$ cat src/rtl/anc_flag_gen_pkg.sv
package anc_flag_gen_pkg;

  // mode codes
  localparam logic [2:0] MODE_HD       = 3'd0;
  localparam logic [2:0] MODE_SD_DEMUX = 3'd1;
  localparam logic [2:0] MODE_SD_MUX   = 3'd2;
  localparam logic [2:0] MODE_3G_A     = 3'd3;
  localparam logic [2:0] MODE_3G_B     = 3'd4;
  localparam logic [2:0] MODE_3G_MUX   = 3'd5;

  // packet parser position, one value per word kind after the start sequence
  typedef enum logic [2:0] {
    ST_IDLE,
    ST_ID,
    ST_SUBID,
    ST_COUNT,
    ST_USER,
    ST_CHECK
  } pkt_stage_e;

  // word-to-flag latency seen at the ports
  localparam int FLAG_LATENCY = 5;
  // a parser mark trails its word by 2 enabled steps; the output register adds one
  localparam int MARK_LAG     = 2;
  // extra stages that bring non-interleaved marks to the interleaved latency
  localparam int ALIGN_STAGES = FLAG_LATENCY - 1 - MARK_LAG;

  function automatic logic is_interleaved(input logic [2:0] m);
    return m == MODE_3G_B;
  endfunction

endpackage

$ cat src/rtl/anc_pkt_parser.sv
module anc_pkt_parser
  import anc_flag_gen_pkg::*;
#(
  parameter int WORD_W = 10,
  parameter int CNT_W  = 8
) (
  input  logic              clk,
  input  logic              rst_n,
  input  logic              en,
  input  logic [WORD_W-1:0] word,
  output logic              mark,
  output logic              det
);

  localparam logic [WORD_W-1:0] W_ZERO  = '0;
  localparam logic [WORD_W-1:0] W_ONES  = '1;
  localparam logic [CNT_W-1:0]  CNT_ONE = CNT_W'(1);

  // length of the start-sequence prefix matched so far (0, 1 or 2 words)
  function automatic logic [1:0] prefix_step(input logic [1:0] p, input logic [WORD_W-1:0] w);
    if (w == W_ZERO)             return 2'd1;
    if (w == W_ONES && p == 2'd1) return 2'd2;
    return 2'd0;
  endfunction

  logic [1:0]       pre_q;
  pkt_stage_e       st_q;
  logic [CNT_W-1:0] left_q;
  logic             r0_q, r1_q;
  logic             in_pkt;
  logic [CNT_W-1:0] count_field;

  assign count_field = word[CNT_W-1:0];
  assign det    = en && (st_q == ST_IDLE) && (pre_q == 2'd2) && (word == W_ONES);
  assign in_pkt = det || (st_q != ST_IDLE);
  // r1_q describes the word two enabled steps back; det back-fills the start words
  assign mark   = en && (r1_q || det);

  always_ff @(posedge clk or negedge rst_n) begin
    if (!rst_n) begin
      pre_q  <= 2'd0;
      st_q   <= ST_IDLE;
      left_q <= '0;
      r0_q   <= 1'b0;
      r1_q   <= 1'b0;
    end else if (en) begin
      r0_q  <= in_pkt;
      r1_q  <= r0_q || det;
      pre_q <= (st_q == ST_IDLE && !det) ? prefix_step(pre_q, word) : 2'd0;
      unique case (st_q)
        ST_IDLE:  if (det) st_q <= ST_ID;
        ST_ID:    st_q <= ST_SUBID;
        ST_SUBID: st_q <= ST_COUNT;
        ST_COUNT: begin
          left_q <= count_field;
          st_q   <= (count_field == '0) ? ST_CHECK : ST_USER;
        end
        ST_USER: begin
          left_q <= left_q - CNT_ONE;
          if (left_q == CNT_ONE) st_q <= ST_CHECK;
        end
        ST_CHECK: st_q <= ST_IDLE;
        default:  st_q <= ST_IDLE;
      endcase
    end
  end

endmodule

$ cat src/rtl/anc_flag_route.sv
module anc_flag_route
  import anc_flag_gen_pkg::*;
(
  input  logic [2:0] mode,
  input  logic       phase,
  input  logic       nrm_a,
  input  logic       nrm_b,
  input  logic       link1,
  input  logic       link2,
  output logic       out_a,
  output logic       out_b
);

  always_comb begin
    out_a = 1'b0;
    out_b = 1'b0;
    case (mode)
      MODE_HD, MODE_SD_DEMUX, MODE_3G_A: begin
        out_a = nrm_a;
        out_b = nrm_b;
      end
      MODE_SD_MUX: out_a = nrm_a;
      MODE_3G_B: begin
        out_a = link1 && !phase;
        out_b = link2 && phase;
      end
      default: ;
    endcase
  end

endmodule

$ cat src/rtl/anc_flag_gen.sv
module anc_flag_gen
  import anc_flag_gen_pkg::*;
#(
  parameter int WORD_W = 10,
  parameter int CNT_W  = 8
) (
  input  logic              clk,
  input  logic              rst_n,
  input  logic              proc_en,
  input  logic [2:0]        mode,
  input  logic [WORD_W-1:0] word_a,
  input  logic [WORD_W-1:0] word_b,
  output logic              flag_a,
  output logic              flag_b,
  output logic              flags_valid
);

  localparam int N_PARSERS = 4;

  logic                    phase;   // 0: link 1 clock, 1: link 2 clock
  logic                    en_lo, en_hi;
  logic [N_PARSERS-1:0]    pmark, pdet;
  logic [ALIGN_STAGES-1:0] dly_a, dly_b;
  logic                    nxt_a, nxt_b;

  assign en_lo = is_interleaved(mode) ? !phase : 1'b1;
  assign en_hi = is_interleaved(mode) ?  phase : 1'b0;

  // parser gi: bit 0 picks the word input, bit 1 picks the link slot
  for (genvar gi = 0; gi < N_PARSERS; gi++) begin : g_par
    anc_pkt_parser #(.WORD_W(WORD_W), .CNT_W(CNT_W)) u_par (
      .clk  (clk),
      .rst_n(rst_n),
      .en   ((gi >= 2) ? en_hi : en_lo),
      .word ((gi % 2 == 1) ? word_b : word_a),
      .mark (pmark[gi]),
      .det  (pdet[gi])
    );
  end

  anc_flag_route u_route (
    .mode (mode),
    .phase(phase),
    .nrm_a(dly_a[ALIGN_STAGES-1]),
    .nrm_b(dly_b[ALIGN_STAGES-1]),
    .link1(pmark[0] || pmark[1]),
    .link2(pmark[2] || pmark[3]),
    .out_a(nxt_a),
    .out_b(nxt_b)
  );

  always_ff @(posedge clk or negedge rst_n) begin
    if (!rst_n) begin
      phase       <= 1'b0;
      dly_a       <= '0;
      dly_b       <= '0;
      flag_a      <= 1'b0;
      flag_b      <= 1'b0;
      flags_valid <= 1'b0;
    end else begin
      phase    <= !phase;
      dly_a[0] <= pmark[0];
      dly_b[0] <= pmark[1];
      for (int i = 1; i < ALIGN_STAGES; i++) begin
        dly_a[i] <= dly_a[i-1];
        dly_b[i] <= dly_b[i-1];
      end
      flag_a      <= nxt_a;
      flag_b      <= nxt_b;
      flags_valid <= proc_en;
    end
  end

endmodule

$ cat config.mk
export PLATFORM = sky130hd
export DESIGN_NAME = anc_flag_gen
export DESIGN_NICKNAME = d
export VERILOG_FILES = /design/src/rtl/anc_flag_gen_pkg.sv /design/src/rtl/anc_pkt_parser.sv /design/src/rtl/anc_flag_route.sv /design/src/rtl/anc_flag_gen.sv
export SDC_FILE = /design/constraint.sdc
export NUM_CORES = 1
export LEC_CHECK = 0
export BUFFER_PORTS_ARGS = -buffer_cell sky130_fd_sc_hd__buf_2
export CORE_MARGIN = 2
export CORE_UTILIZATION = 50
export DETAILED_ROUTE_END_ITERATION = 10
export GPL_ROUTABILITY_DRIVEN = 0
export MAX_ROUTING_LAYER = met4
export PLACE_DENSITY = 0.82
export SETUP_SLACK_MARGIN = 0.05
export SLEW_MARGIN = 20
export SYNTH_ARGS = -nofsm -noshare
export SYNTH_HDL_FRONTEND = slang
export SYNTH_SLANG_ARGS = --single-unit
export TNS_END_PERCENT = 30
$ cat constraint.sdc
create_clock -name clk -period 1.71 [get_ports clk]
set_clock_uncertainty 0.2 [all_clocks]
set_input_delay 0.0855 -clock clk [delete_from_list [all_inputs] [get_ports clk]]
set_output_delay 0.0855 -clock clk [all_outputs]
set_load 0.05 [all_outputs]
==> results.json, run 1 <==
{
  "cp_max_fo": 7,
  "synth_cells": 440,
  "clkLatencyLatePin_ps": 350,
  "ys_top_cells_by_area": "dfrtp_1, o21ai_0, nor2_1",
  "final_layout_size_suffix_gt1_frac": 0.280,
  "synth_compound_area_frac": 0.242,
  "total_power_mw": 3.43,
  "routed_wl_um": 11200,
  "max_cap_violations": 0,
  "core_um2": 7330,
  "critPathLaunch": "word_b[3]",
  "yosys.area_share.simple": 0.232,
  "seq_power_share": 0.485,
  "clock_power_share": 0.417,
  "synth_top_family_by_area": "compound AO/OA/AOI/OAI gates",
  "syn_nets": 474,
  "synthMuxAreaShare": 0.00788,
  "wire_per_inst_um": 17.6,
  "clock.fmax_ghz": 0.588,
  "drv_slew": 0,
  "clock_path_buffers": 2,
  "synth_seq_cells": 68,
  "final_cells": 635,
  "synth_top_area_frac": 0.447,
  "netSwitchingFraction": 0.256,
  "root_buffer": "clkbuf_8",
  "grtUsageMet3": 0.0523,
  "rsz0062_at_grt": "true",
  "worst_pin_slew_ps": 561,
  "crit_type": "input port to flip-flop",
  "tns_ps": 0,
  "period_minus_slack_ps": 1700,
  "ys_seq_area_frac": 0.447,
  "setup_viol_count_final": 0,
  "internal-power_mw": 2.55,
  "grt.overflow.total": 0,
  "synth_warnings": 0,
  "grt.met2_usage": 0.372,
  "synth_flop_cell": "dfrtp_1",
  "initial_core_util": 0.520,
  "arrival_ps": 1760,
  "syn_area_um2": 3810,
  "peakVddDrop_mv": 0.446,
  "end_kind": "flip-flop",
  "drt_iter0_drc": 454,
  "grt_max_degree": 56,
  "grt_pass1_wl_um": 16200,
  "die_h_um": 91.3,
  "yosysUniqueCellTypes": 51,
  "fp.dieW_um": 91.3,
  "power_switching_mw": 0.879,
  "hold_violations": 0,
  "hold_path.class": "input port to async pin",
  "crit_slowest_cell": "dlygate4sd3_1",
  "dp.final_hpwl_um": 6120,
  "htree_levels": 3,
  "yosysTopAreaCell": "dfrtp_1",
  "synth_top_cells_by_count": "dfrtp_1, nor2_1, o21ai_0",
  "crit_chain": "dlygate4sd3_1, buf_2, nand4_1, nor3_2, buf_4, a21bo_4, a21oi_1, a31oi_1",
  "dr.pass1.iters": 7,
  "power_per_cell_area_nw_per_um2": 667,
  "ant_nets": 0,
  "portBuffers": 28,
  "ys_async_sr_fraction": 1.00,
  "synth-adder-area-share": 0.0263,
  "outcome": "completed",
  "comb_power_share": 0.098,
  "critPathMaxStageDelay_ps": 520,
  "vias": 3901,
  "cp_top_family": "buffers and inverters",
  "leakage_nw": 2.24,
  "die_area_um2": 8330,
  "drcViolationCount": 0,
  "required_ps": 1770,
  "clk_pin_slew_ps": 80,
  "grt_pass1_vias": 3500,
  "cp_num_buf_inv": 3,
  "grt_util_all_layers": 0.249,
  "num_io_pins": 29,
  "synth_edf_count": 0,
  "area_delta_synth_final_pct": 34.9,
  "clock-sinks": 68,
  "vias_per_cell": 6.14,
  "num_rows": 31,
  "syn_area_per_cell_um2": 8.66,
  "synth_most_common_cell": "dfrtp_1",
  "maxSlewHeadroom": 0.625,
  "cts_buffers": 9,
  "antenna_found_initial": 0,
  "final_nets": 564,
  "reg2reg_from": "g_par[2].u_par.st_q[0]",
  "dp_cells": 587,
  "synth_xor_area_frac": 0,
  "gr-usage-met1": 0.330,
  "grt_busiest_layer": "met2",
  "period_share": 0.994,
  "startpoint_type": "input port",
  "cts_tree": "built"
}
logic make-up after synthesis:
group / after synthesis
mux: 3
compound gates: 148
flops: 68
simple gates: 178
buf+inv: 35
fa+ha+maj: 8
worst reg2reg max path: cells and delay by family, from the launching register on:
family	cells	cell delay [ps]
buf+inv	1	160
simple gates	4	750
flops	1	380
compound gates	1	130
cells in the final DEF (no fill, tap or decap), drive strengths merged, types with 3 or more instances in the layout:
| cell | Yosys | layout |
|---|---|---|
| buf | 15 | 73 |
| mux2i | 3 | 3 |
| nor4 | 11 | 11 |
| o31ai | 5 | 5 |
| clkbuf | 7 | 11 |
| a21oi | 41 | 42 |
| dlygate4sd3 | 0 | 26 |
| nand3b | 5 | 5 |
| o2bb2ai | 8 | 8 |
| o21ai | 55 | 55 |
| nand3 | 14 | 14 |
| nand4 | 9 | 9 |
| and2 | 4 | 4 |
| nor3 | 18 | 18 |
| a22oi | 10 | 10 |
| o211ai | 3 | 3 |
| nor2b | 8 | 8 |
| ha | 8 | 8 |
| a31oi | 7 | 7 |
| nand2b | 6 | 6 |
| a21o | 3 | 3 |
| dfrtp | 68 | 68 |
| nand2 | 41 | 41 |
| and3 | 3 | 3 |
| nor2 | 50 | 50 |
| inv | 13 | 14 |
repair_timing:
action | in CTS | in global routing
setup buffers | 0 | 3
cloned | 0 | 1
hold buffers | 27 | 0
pin swaps | 0 | 10
hold endpoints to repair | 107 | 0
endpoints found under the setup margin | 22 | 50
gates resized for setup | 5 | 79
per-stage QoR:
step	hold slack [ps]	worst slack (ps)	instance area (µm²)	util
3_5_place_dp	-195	-32.2	4330	0.591
6_report	73.6	10.1	5140	0.701
3_3_place_gp	-197	23.6	4330	0.591
5_1_grt	109	-54.2	5140	0.701
4_1_cts	33.7	5.58	4830	0.659
2_1_floorplan	-410	-5.52	3810	-
worst paths after layout:
path	endpoint	slack [ps]	cells past startpoint
max	g_par[1].u_par.st_q[0]	10	8
min	g_par[3].u_par.left_q[7]	70	3
max reg2reg	flag_b	20	6
min reg2reg	dly_a[1]	160	0
max in group asynchronous	g_par[3].u_par.st_q[2]	300	3
min in group clk	g_par[3].u_par.pre_q[0]	90	4
layout make-up:
class                   instances  area [µm²]
multi-input cells             338        2200
fillers                       497        2190
flip-flops and latches         68        1710
repair buffers                100         848
clock buffers                  11         151
well taps                      99         124
clock inverters                 5        58.8
inverters                      13        48.8
diodes                          1        2.50
per-layer routing:
metal | routed length [µm] | part of all wire | vias to the layer above
met5 | 0 | 0 | -
met4 | 350 | 0.031 | 0
met3 | 906 | 0.081 | 52
met2 | 5400 | 0.48 | 209
met1 | 4530 | 0.40 | 1841
li1 | - | - | 1799
flip-flops by register name, summed over array words and instances (netlist names):
register            cells
dly_a                   2
dly_b                   2
flag_a                  1
flag_b                  1
flags_valid             1
g_par.u_par.left_q     32
g_par.u_par.pre_q       8
g_par.u_par.r0_q        4
g_par.u_par.r1_q        4
g_par.u_par.st_q       12
phase                   1
power groups by stage:
stage | registers [mW] | clock network, mW | logic (mW)
finish | 1.66 | 1.43 | 0.337
global route | 1.67 | 1.51 | 0.366
CTS | 1.66 | 1.42 | 0.304
detailed placement | 1.69 | 0 | 0.249
global placement | 1.69 | 0 | 0.245
floorplan | 1.70 | 0 | 0.104
Note: power is estimated with default switching activity, not from simulation.
==> run 2: changes to the inputs <==
--- a/config.mk
+++ b/config.mk
@@ -6,10 +6,11 @@
 export NUM_CORES = 1
 export LEC_CHECK = 0
 export BUFFER_PORTS_ARGS = -buffer_cell sky130_fd_sc_hd__buf_2
-export CORE_MARGIN = 2
+export CORE_MARGIN = 3
 export CORE_UTILIZATION = 50
 export DETAILED_ROUTE_END_ITERATION = 10
 export GPL_ROUTABILITY_DRIVEN = 0
+export HOLD_SLACK_MARGIN = 0.1
 export MAX_ROUTING_LAYER = met4
 export PLACE_DENSITY = 0.82
 export SETUP_SLACK_MARGIN = 0.05
==> results.json, run 2 (synthesis results as in run 1) <==
{
  "routed_wl_um": 11500,
  "drv_slew": 0,
  "num_io_pins": 29,
  "reg_top3": "g_par.u_par.left_q (32), g_par.u_par.st_q (12), g_par.u_par.pre_q (8)",
  "rsz0062_at_grt": "true",
  "clock_path_buffers": 2,
  "hold_path.class": "input port to flip-flop",
  "layout_common_cells": "dfrtp_1, nor2_1, nand2_1",
  "root_buffer": "clkbuf_8",
  "period_share": 1.08,
  "final_common_cell": "dfrtp_1",
  "area_delta_synth_final_pct": 38.1,
  "peakVddDrop_mv": 0.412,
  "drt_iter0_drc": 400,
  "outcome": "finished, violations left",
  "htree_levels": 3,
  "power_per_cell_area_nw_per_um2": 640,
  "cts_tree": "built",
  "crit_chain": "dlygate4sd3_1, buf_2, nand4_1, nor3_2, buf_4, a21boi_0, a22o_1",
  "die_area_um2": 8700,
  "hold_violations": 0,
  "grt_max_degree": 47,
  "num_rows": 31,
  "crit_type": "input port to flip-flop",
  "final_nets": 572,
  "core_um2": 7330,
  "grt_pass1_vias": 3698,
  "cp_max_fo": 7,
  "clock.fmax_ghz": 0.540,
  "final_core_utilization": 0.718,
  "fp.dieW_um": 93.3,
  "reg2regPathDepth": 5,
  "grt_util_all_layers": 0.240,
  "clock-sinks": 68,
  "grt.overflow.total": 0,
  "end_kind": "flip-flop",
  "cts_buffers": 9,
  "clkLatencyLatePin_ps": 340,
  "startpoint_type": "input port",
  "clk_pin_slew_ps": 80,
  "worst_pin_slew_ps": 463,
  "crit_slowest_cell": "dlygate4sd3_1",
  "hold_depth": 4,
  "final_layout_size_suffix_gt1_frac": 0.291,
  "vias_per_cell": 6.23,
  "setup_viol_count_final": 10,
  "leakage_nw": 2.28,
  "dp.final_hpwl_um": 6350,
  "arrival_ps": 1880,
  "max_cap_violations": 0,
  "die_h_um": 93.3,
  "antenna_found_initial": 0,
  "period_minus_slack_ps": 1850,
  "wire_per_inst_um": 17.8,
  "critPathMaxStageDelay_ps": 570,
  "portBuffers": 28,
  "dr.pass1.iters": 5,
  "failed_checks": "setup timing",
  "top_register": "g_par.u_par.left_q",
  "layout_setup_ws_ps": -141,
  "ant_nets": 0,
  "vias": 4008,
  "initial_core_util": 0.520,
  "fill_cells": 436,
  "maxSlewHeadroom": 0.689,
  "required_ps": 1740,
  "drcViolationCount": 0,
  "largest_reg_flops": 32,
  "dp_cells": 586,
  "grt_pass1_wl_um": 16400,
  "final_cells": 643
}
## run 2: worst max-delay path, delay by kind of cell
family / cells / cell delay, ps
AO/OA/AOI/OAI: 2 / 410
AND/OR/NAND/NOR: 2 / 450
buffers and inverters: 3 / 940
## run 2: layout make-up
type,count,area (µm²),area share
antenna,1,2.50,0.000476
clock buffer,12,145,0.0276
timing repair buffer,109,972,0.185
sequential,68,1710,0.324
clock inverter,4,48.8,0.00927
multi-input combinational,337,2210,0.421
tap,99,124,0.0235
inverter,13,48.8,0.00927
## run 2: layer usage
metal,wire (µm),track usage
met5,0,-
met4,428,0.120
met3,840,0.0370
met2,5630,0.376
met1,4560,0.304
## run 2: final timing paths
kind / startpoint / end / slack [ps]
min reg2reg: dly_b[0] / dly_b[1] / 150
max reg2reg: g_par[0].u_par.st_q[1] / g_par[0].u_par.left_q[1] / -40
min: mode[1] / flag_b / 120
max: word_a[6] / g_par[0].u_par.pre_q[0] / -140
min in group asynchronous: rst_n / g_par[0].u_par.left_q[3] / 620
max in group asynchronous: rst_n / g_par[0].u_par.left_q[0] / 140
## run 2: through the flow
step / setup TNS, ps / worst slack [ps] / power [mW] / hold WS, ps / cell area, µm²
after floorplan: -5.52 / -5.52 / 1.81 / -410 / 3810
after global placement: 0 / 4.93 / 1.94 / -291 / 4340
after detailed placement: -177 / -60.7 / 1.94 / -288 / 4340
after CTS: 0 / 2.63 / 3.31 / 113 / 4840
after global routing: -1930 / -213 / 3.48 / 132 / 5260
final: -557 / -141 / 3.37 / 116 / 5260
## run 2: power by group
| part | internal (mW) | switching, mW |
|---|---|---|
| logic | 0.166 | 0.198 |
| clock network | 0.713 | 0.625 |
| registers | 1.64 | 0.0229 |
## run 2: repair_timing
item	4_1_cts	5_1_grt
buffers inserted	1	8
gates cloned	0	3
endpoints found under the hold margin	109	3
hold buffers	27	1
setup endpoints to repair	21	40
pin swaps	1	17
resized for setup	9	79
==> run 3: changes to the inputs <==
--- a/config.mk
+++ b/config.mk
@@ -7,12 +7,12 @@
 export LEC_CHECK = 0
 export BUFFER_PORTS_ARGS = -buffer_cell sky130_fd_sc_hd__buf_2
 export CORE_MARGIN = 3
-export CORE_UTILIZATION = 50
+export CORE_UTILIZATION = 54
 export DETAILED_ROUTE_END_ITERATION = 10
 export GPL_ROUTABILITY_DRIVEN = 0
 export HOLD_SLACK_MARGIN = 0.1
 export MAX_ROUTING_LAYER = met4
-export PLACE_DENSITY = 0.82
+export PLACE_DENSITY = 0.87
 export SETUP_SLACK_MARGIN = 0.05
 export SLEW_MARGIN = 20
 export SYNTH_ARGS = -nofsm -noshare
==> results.json, run 3 (synthesis results as in run 1) <==
{
  "worst_pin_slew_ps": 478,
  "clock.fmax_ghz": 0.545,
  "cts_tree": "built",
  "postPlaceCellArea_um2": 4290,
  "crit_chain": "inv_1, ha_2, nand2b_4, nor2_1, nor2_1, o21ai_0, o21ai_0",
  "period_minus_slack_ps": 1840,
  "required_ps": 1710,
  "maxSlewHeadroom": 0.678,
  "startpoint_type": "flip-flop",
  "drt_iter0_drc": 722,
  "vias": 4436,
  "final_nets": 575,
  "cp_num_buf_inv": 1,
  "reg2reg_from": "g_par[1].u_par.left_q[0]",
  "grt.met2_usage": 0.429,
  "clk_pin_slew_ps": 90,
  "clock_path_buffers": 2,
  "grt_util_all_layers": 0.273,
  "num_rows": 29,
  "total_power_mw": 3.49,
  "gr-usage-met1": 0.357,
  "cp_max_fo": 5,
  "final_common_cell": "dfrtp_1",
  "hold_path.class": "input port to async pin",
  "rsz0062_at_grt": "true",
  "area_delta_synth_final_pct": 39.5,
  "clock-sinks": 68,
  "endpoint": "g_par[1].u_par.left_q[4]",
  "hold_violations": 0,
  "top_register": "g_par.u_par.left_q",
  "crit_type": "flip-flop to flip-flop",
  "root_buffer": "clkbuf_8",
  "leakage_nw": 2.37,
  "htree_levels": 3,
  "peakVddDrop_mv": 0.450,
  "num_io_pins": 29,
  "largest_reg_flops": 32,
  "clkLatencyLatePin_ps": 360,
  "end_kind": "flip-flop",
  "vias_per_cell": 6.94,
  "dr.pass1.iters": 8,
  "antenna_found_initial": 0,
  "initial_core_util": 0.577,
  "reg2regPathDepth": 7,
  "die_h_um": 90.0,
  "crit_slowest_cell": "dfrtp_1",
  "routed_wl_um": 14400,
  "final_layout_size_suffix_gt1_frac": 0.315,
  "grt_pass1_vias": 3725,
  "drcViolationCount": 0,
  "r2r_end": "g_par[1].u_par.left_q[4]",
  "layout_common_cells": "dfrtp_1, buf_4, nor2_1, o21ai_0, nand2_1",
  "fp.dieW_um": 90.0,
  "rrSetupSlack_ps": -130,
  "power_per_cell_area_nw_per_um2": 656,
  "layout_setup_ws_ps": -126,
  "wire_per_inst_um": 22.5,
  "max_cap_violations": 0,
  "dp.final_hpwl_um": 6600,
  "insertedDiodeCount": 0,
  "grt_busiest_layer": "met2",
  "holdWs_ps": 33.4,
  "final_core_utilization": 0.805,
  "cp_top_family": "flip-flops",
  "setup_viol_count_final": 13,
  "critPathMaxStageDelay_ps": 440,
  "cts_buffers": 9,
  "critPathLaunch": "g_par[1].u_par.left_q[0]",
  "grt_max_degree": 69,
  "arrival_ps": 1830,
  "drv_slew": 0,
  "portBuffers": 28,
  "die_area_um2": 8100,
  "cp.depth": 7,
  "grtUsageMet3": 0.0442,
  "grt_pass1_wl_um": 17800,
  "outcome": "finished, violations left",
  "ant_nets": 0,
  "core_um2": 6600,
  "grt.overflow.total": 0,
  "tns_ps": -637,
  "period_share": 1.07,
  "reg_top3": "g_par.u_par.left_q (32), g_par.u_par.st_q (12), g_par.u_par.pre_q (8)",
  "stdcell_area_um2": 5310,
  "failed_checks": "setup timing"
}
## run 3: cell count changes in the layout (fill, tap and decap cells not counted), moves of 6 or more
cell	previous run	this run
buf_2	27	21
buf_4	36	45
buf_6	7	18
dlygate4sd3_1	28	18
dlymetal6s4s_1	0	7
o21ai_0	33	43
o21ai_1	20	10
## run 3: tightest hold or removal path, stage by stage
cell           delay, ps
dlygate4sd3_1        520
buf_2                120
buf_12               280
## run 3: worst min-delay path by stage
stage / cells after the start / start / slack [ps] / endpoint
after floorplan: 0 / rst_n / -410 / dly_a[0]
after global placement: 2 / rst_n / -70 / g_par[3].u_par.left_q[5]
after detailed placement: 2 / rst_n / -70 / g_par[3].u_par.left_q[5]
after CTS: 3 / rst_n / 100 / g_par[3].u_par.left_q[5]
after global routing: 4 / word_b[2] / 90 / g_par[1].u_par.left_q[2]
final: 3 / rst_n / 30 / g_par[3].u_par.left_q[5]
## run 3: metal layers
layer | part of all wire | wire length (µm)
met1 | 0.36 | 5100
met2 | 0.46 | 6580
met3 | 0.12 | 1710
met4 | 0.067 | 956
met5 | 0 | 0
## run 3: where the power goes
part	switching [mW]	internal [mW]	leakage, nW	total [mW]
Combinational	0.218	0.179	1.37	0.396
Sequential	0.0266	1.64	0.892	1.67
Clock	0.672	0.750	0.102	1.42
Total	0.916	2.57	2.37	3.49
## run 3: through the flow
stage / cells / setup WS [ps]
CTS: 622 / 50.7
finish: 639 / -126
floorplan: 440 / -5.52
global placement: 580 / 15.8
global route: 639 / -164
detailed placement: 580 / -42.7
## run 3: final cells by class
cell class	instances	area, µm²
Tap cell	93	116
Inverter	13	48.8
Clock inverter	4	47.5
Sequential cell	68	1710
Timing Repair Buffer	112	973
Multi-Input combinational cell	337	2260
Fill cell	320	1290
Clock buffer	12	155
## run 3: timing repair
action / in CTS / in global routing
endpoints found under the setup margin: 26 / 45
gates resized for setup: 18 / 99
buffers inserted: 1 / 16
endpoints found under the hold margin: 112 / 0
hold buffers: 25 / 0
gates cloned: 0 / 1
pin swaps: 5 / 20
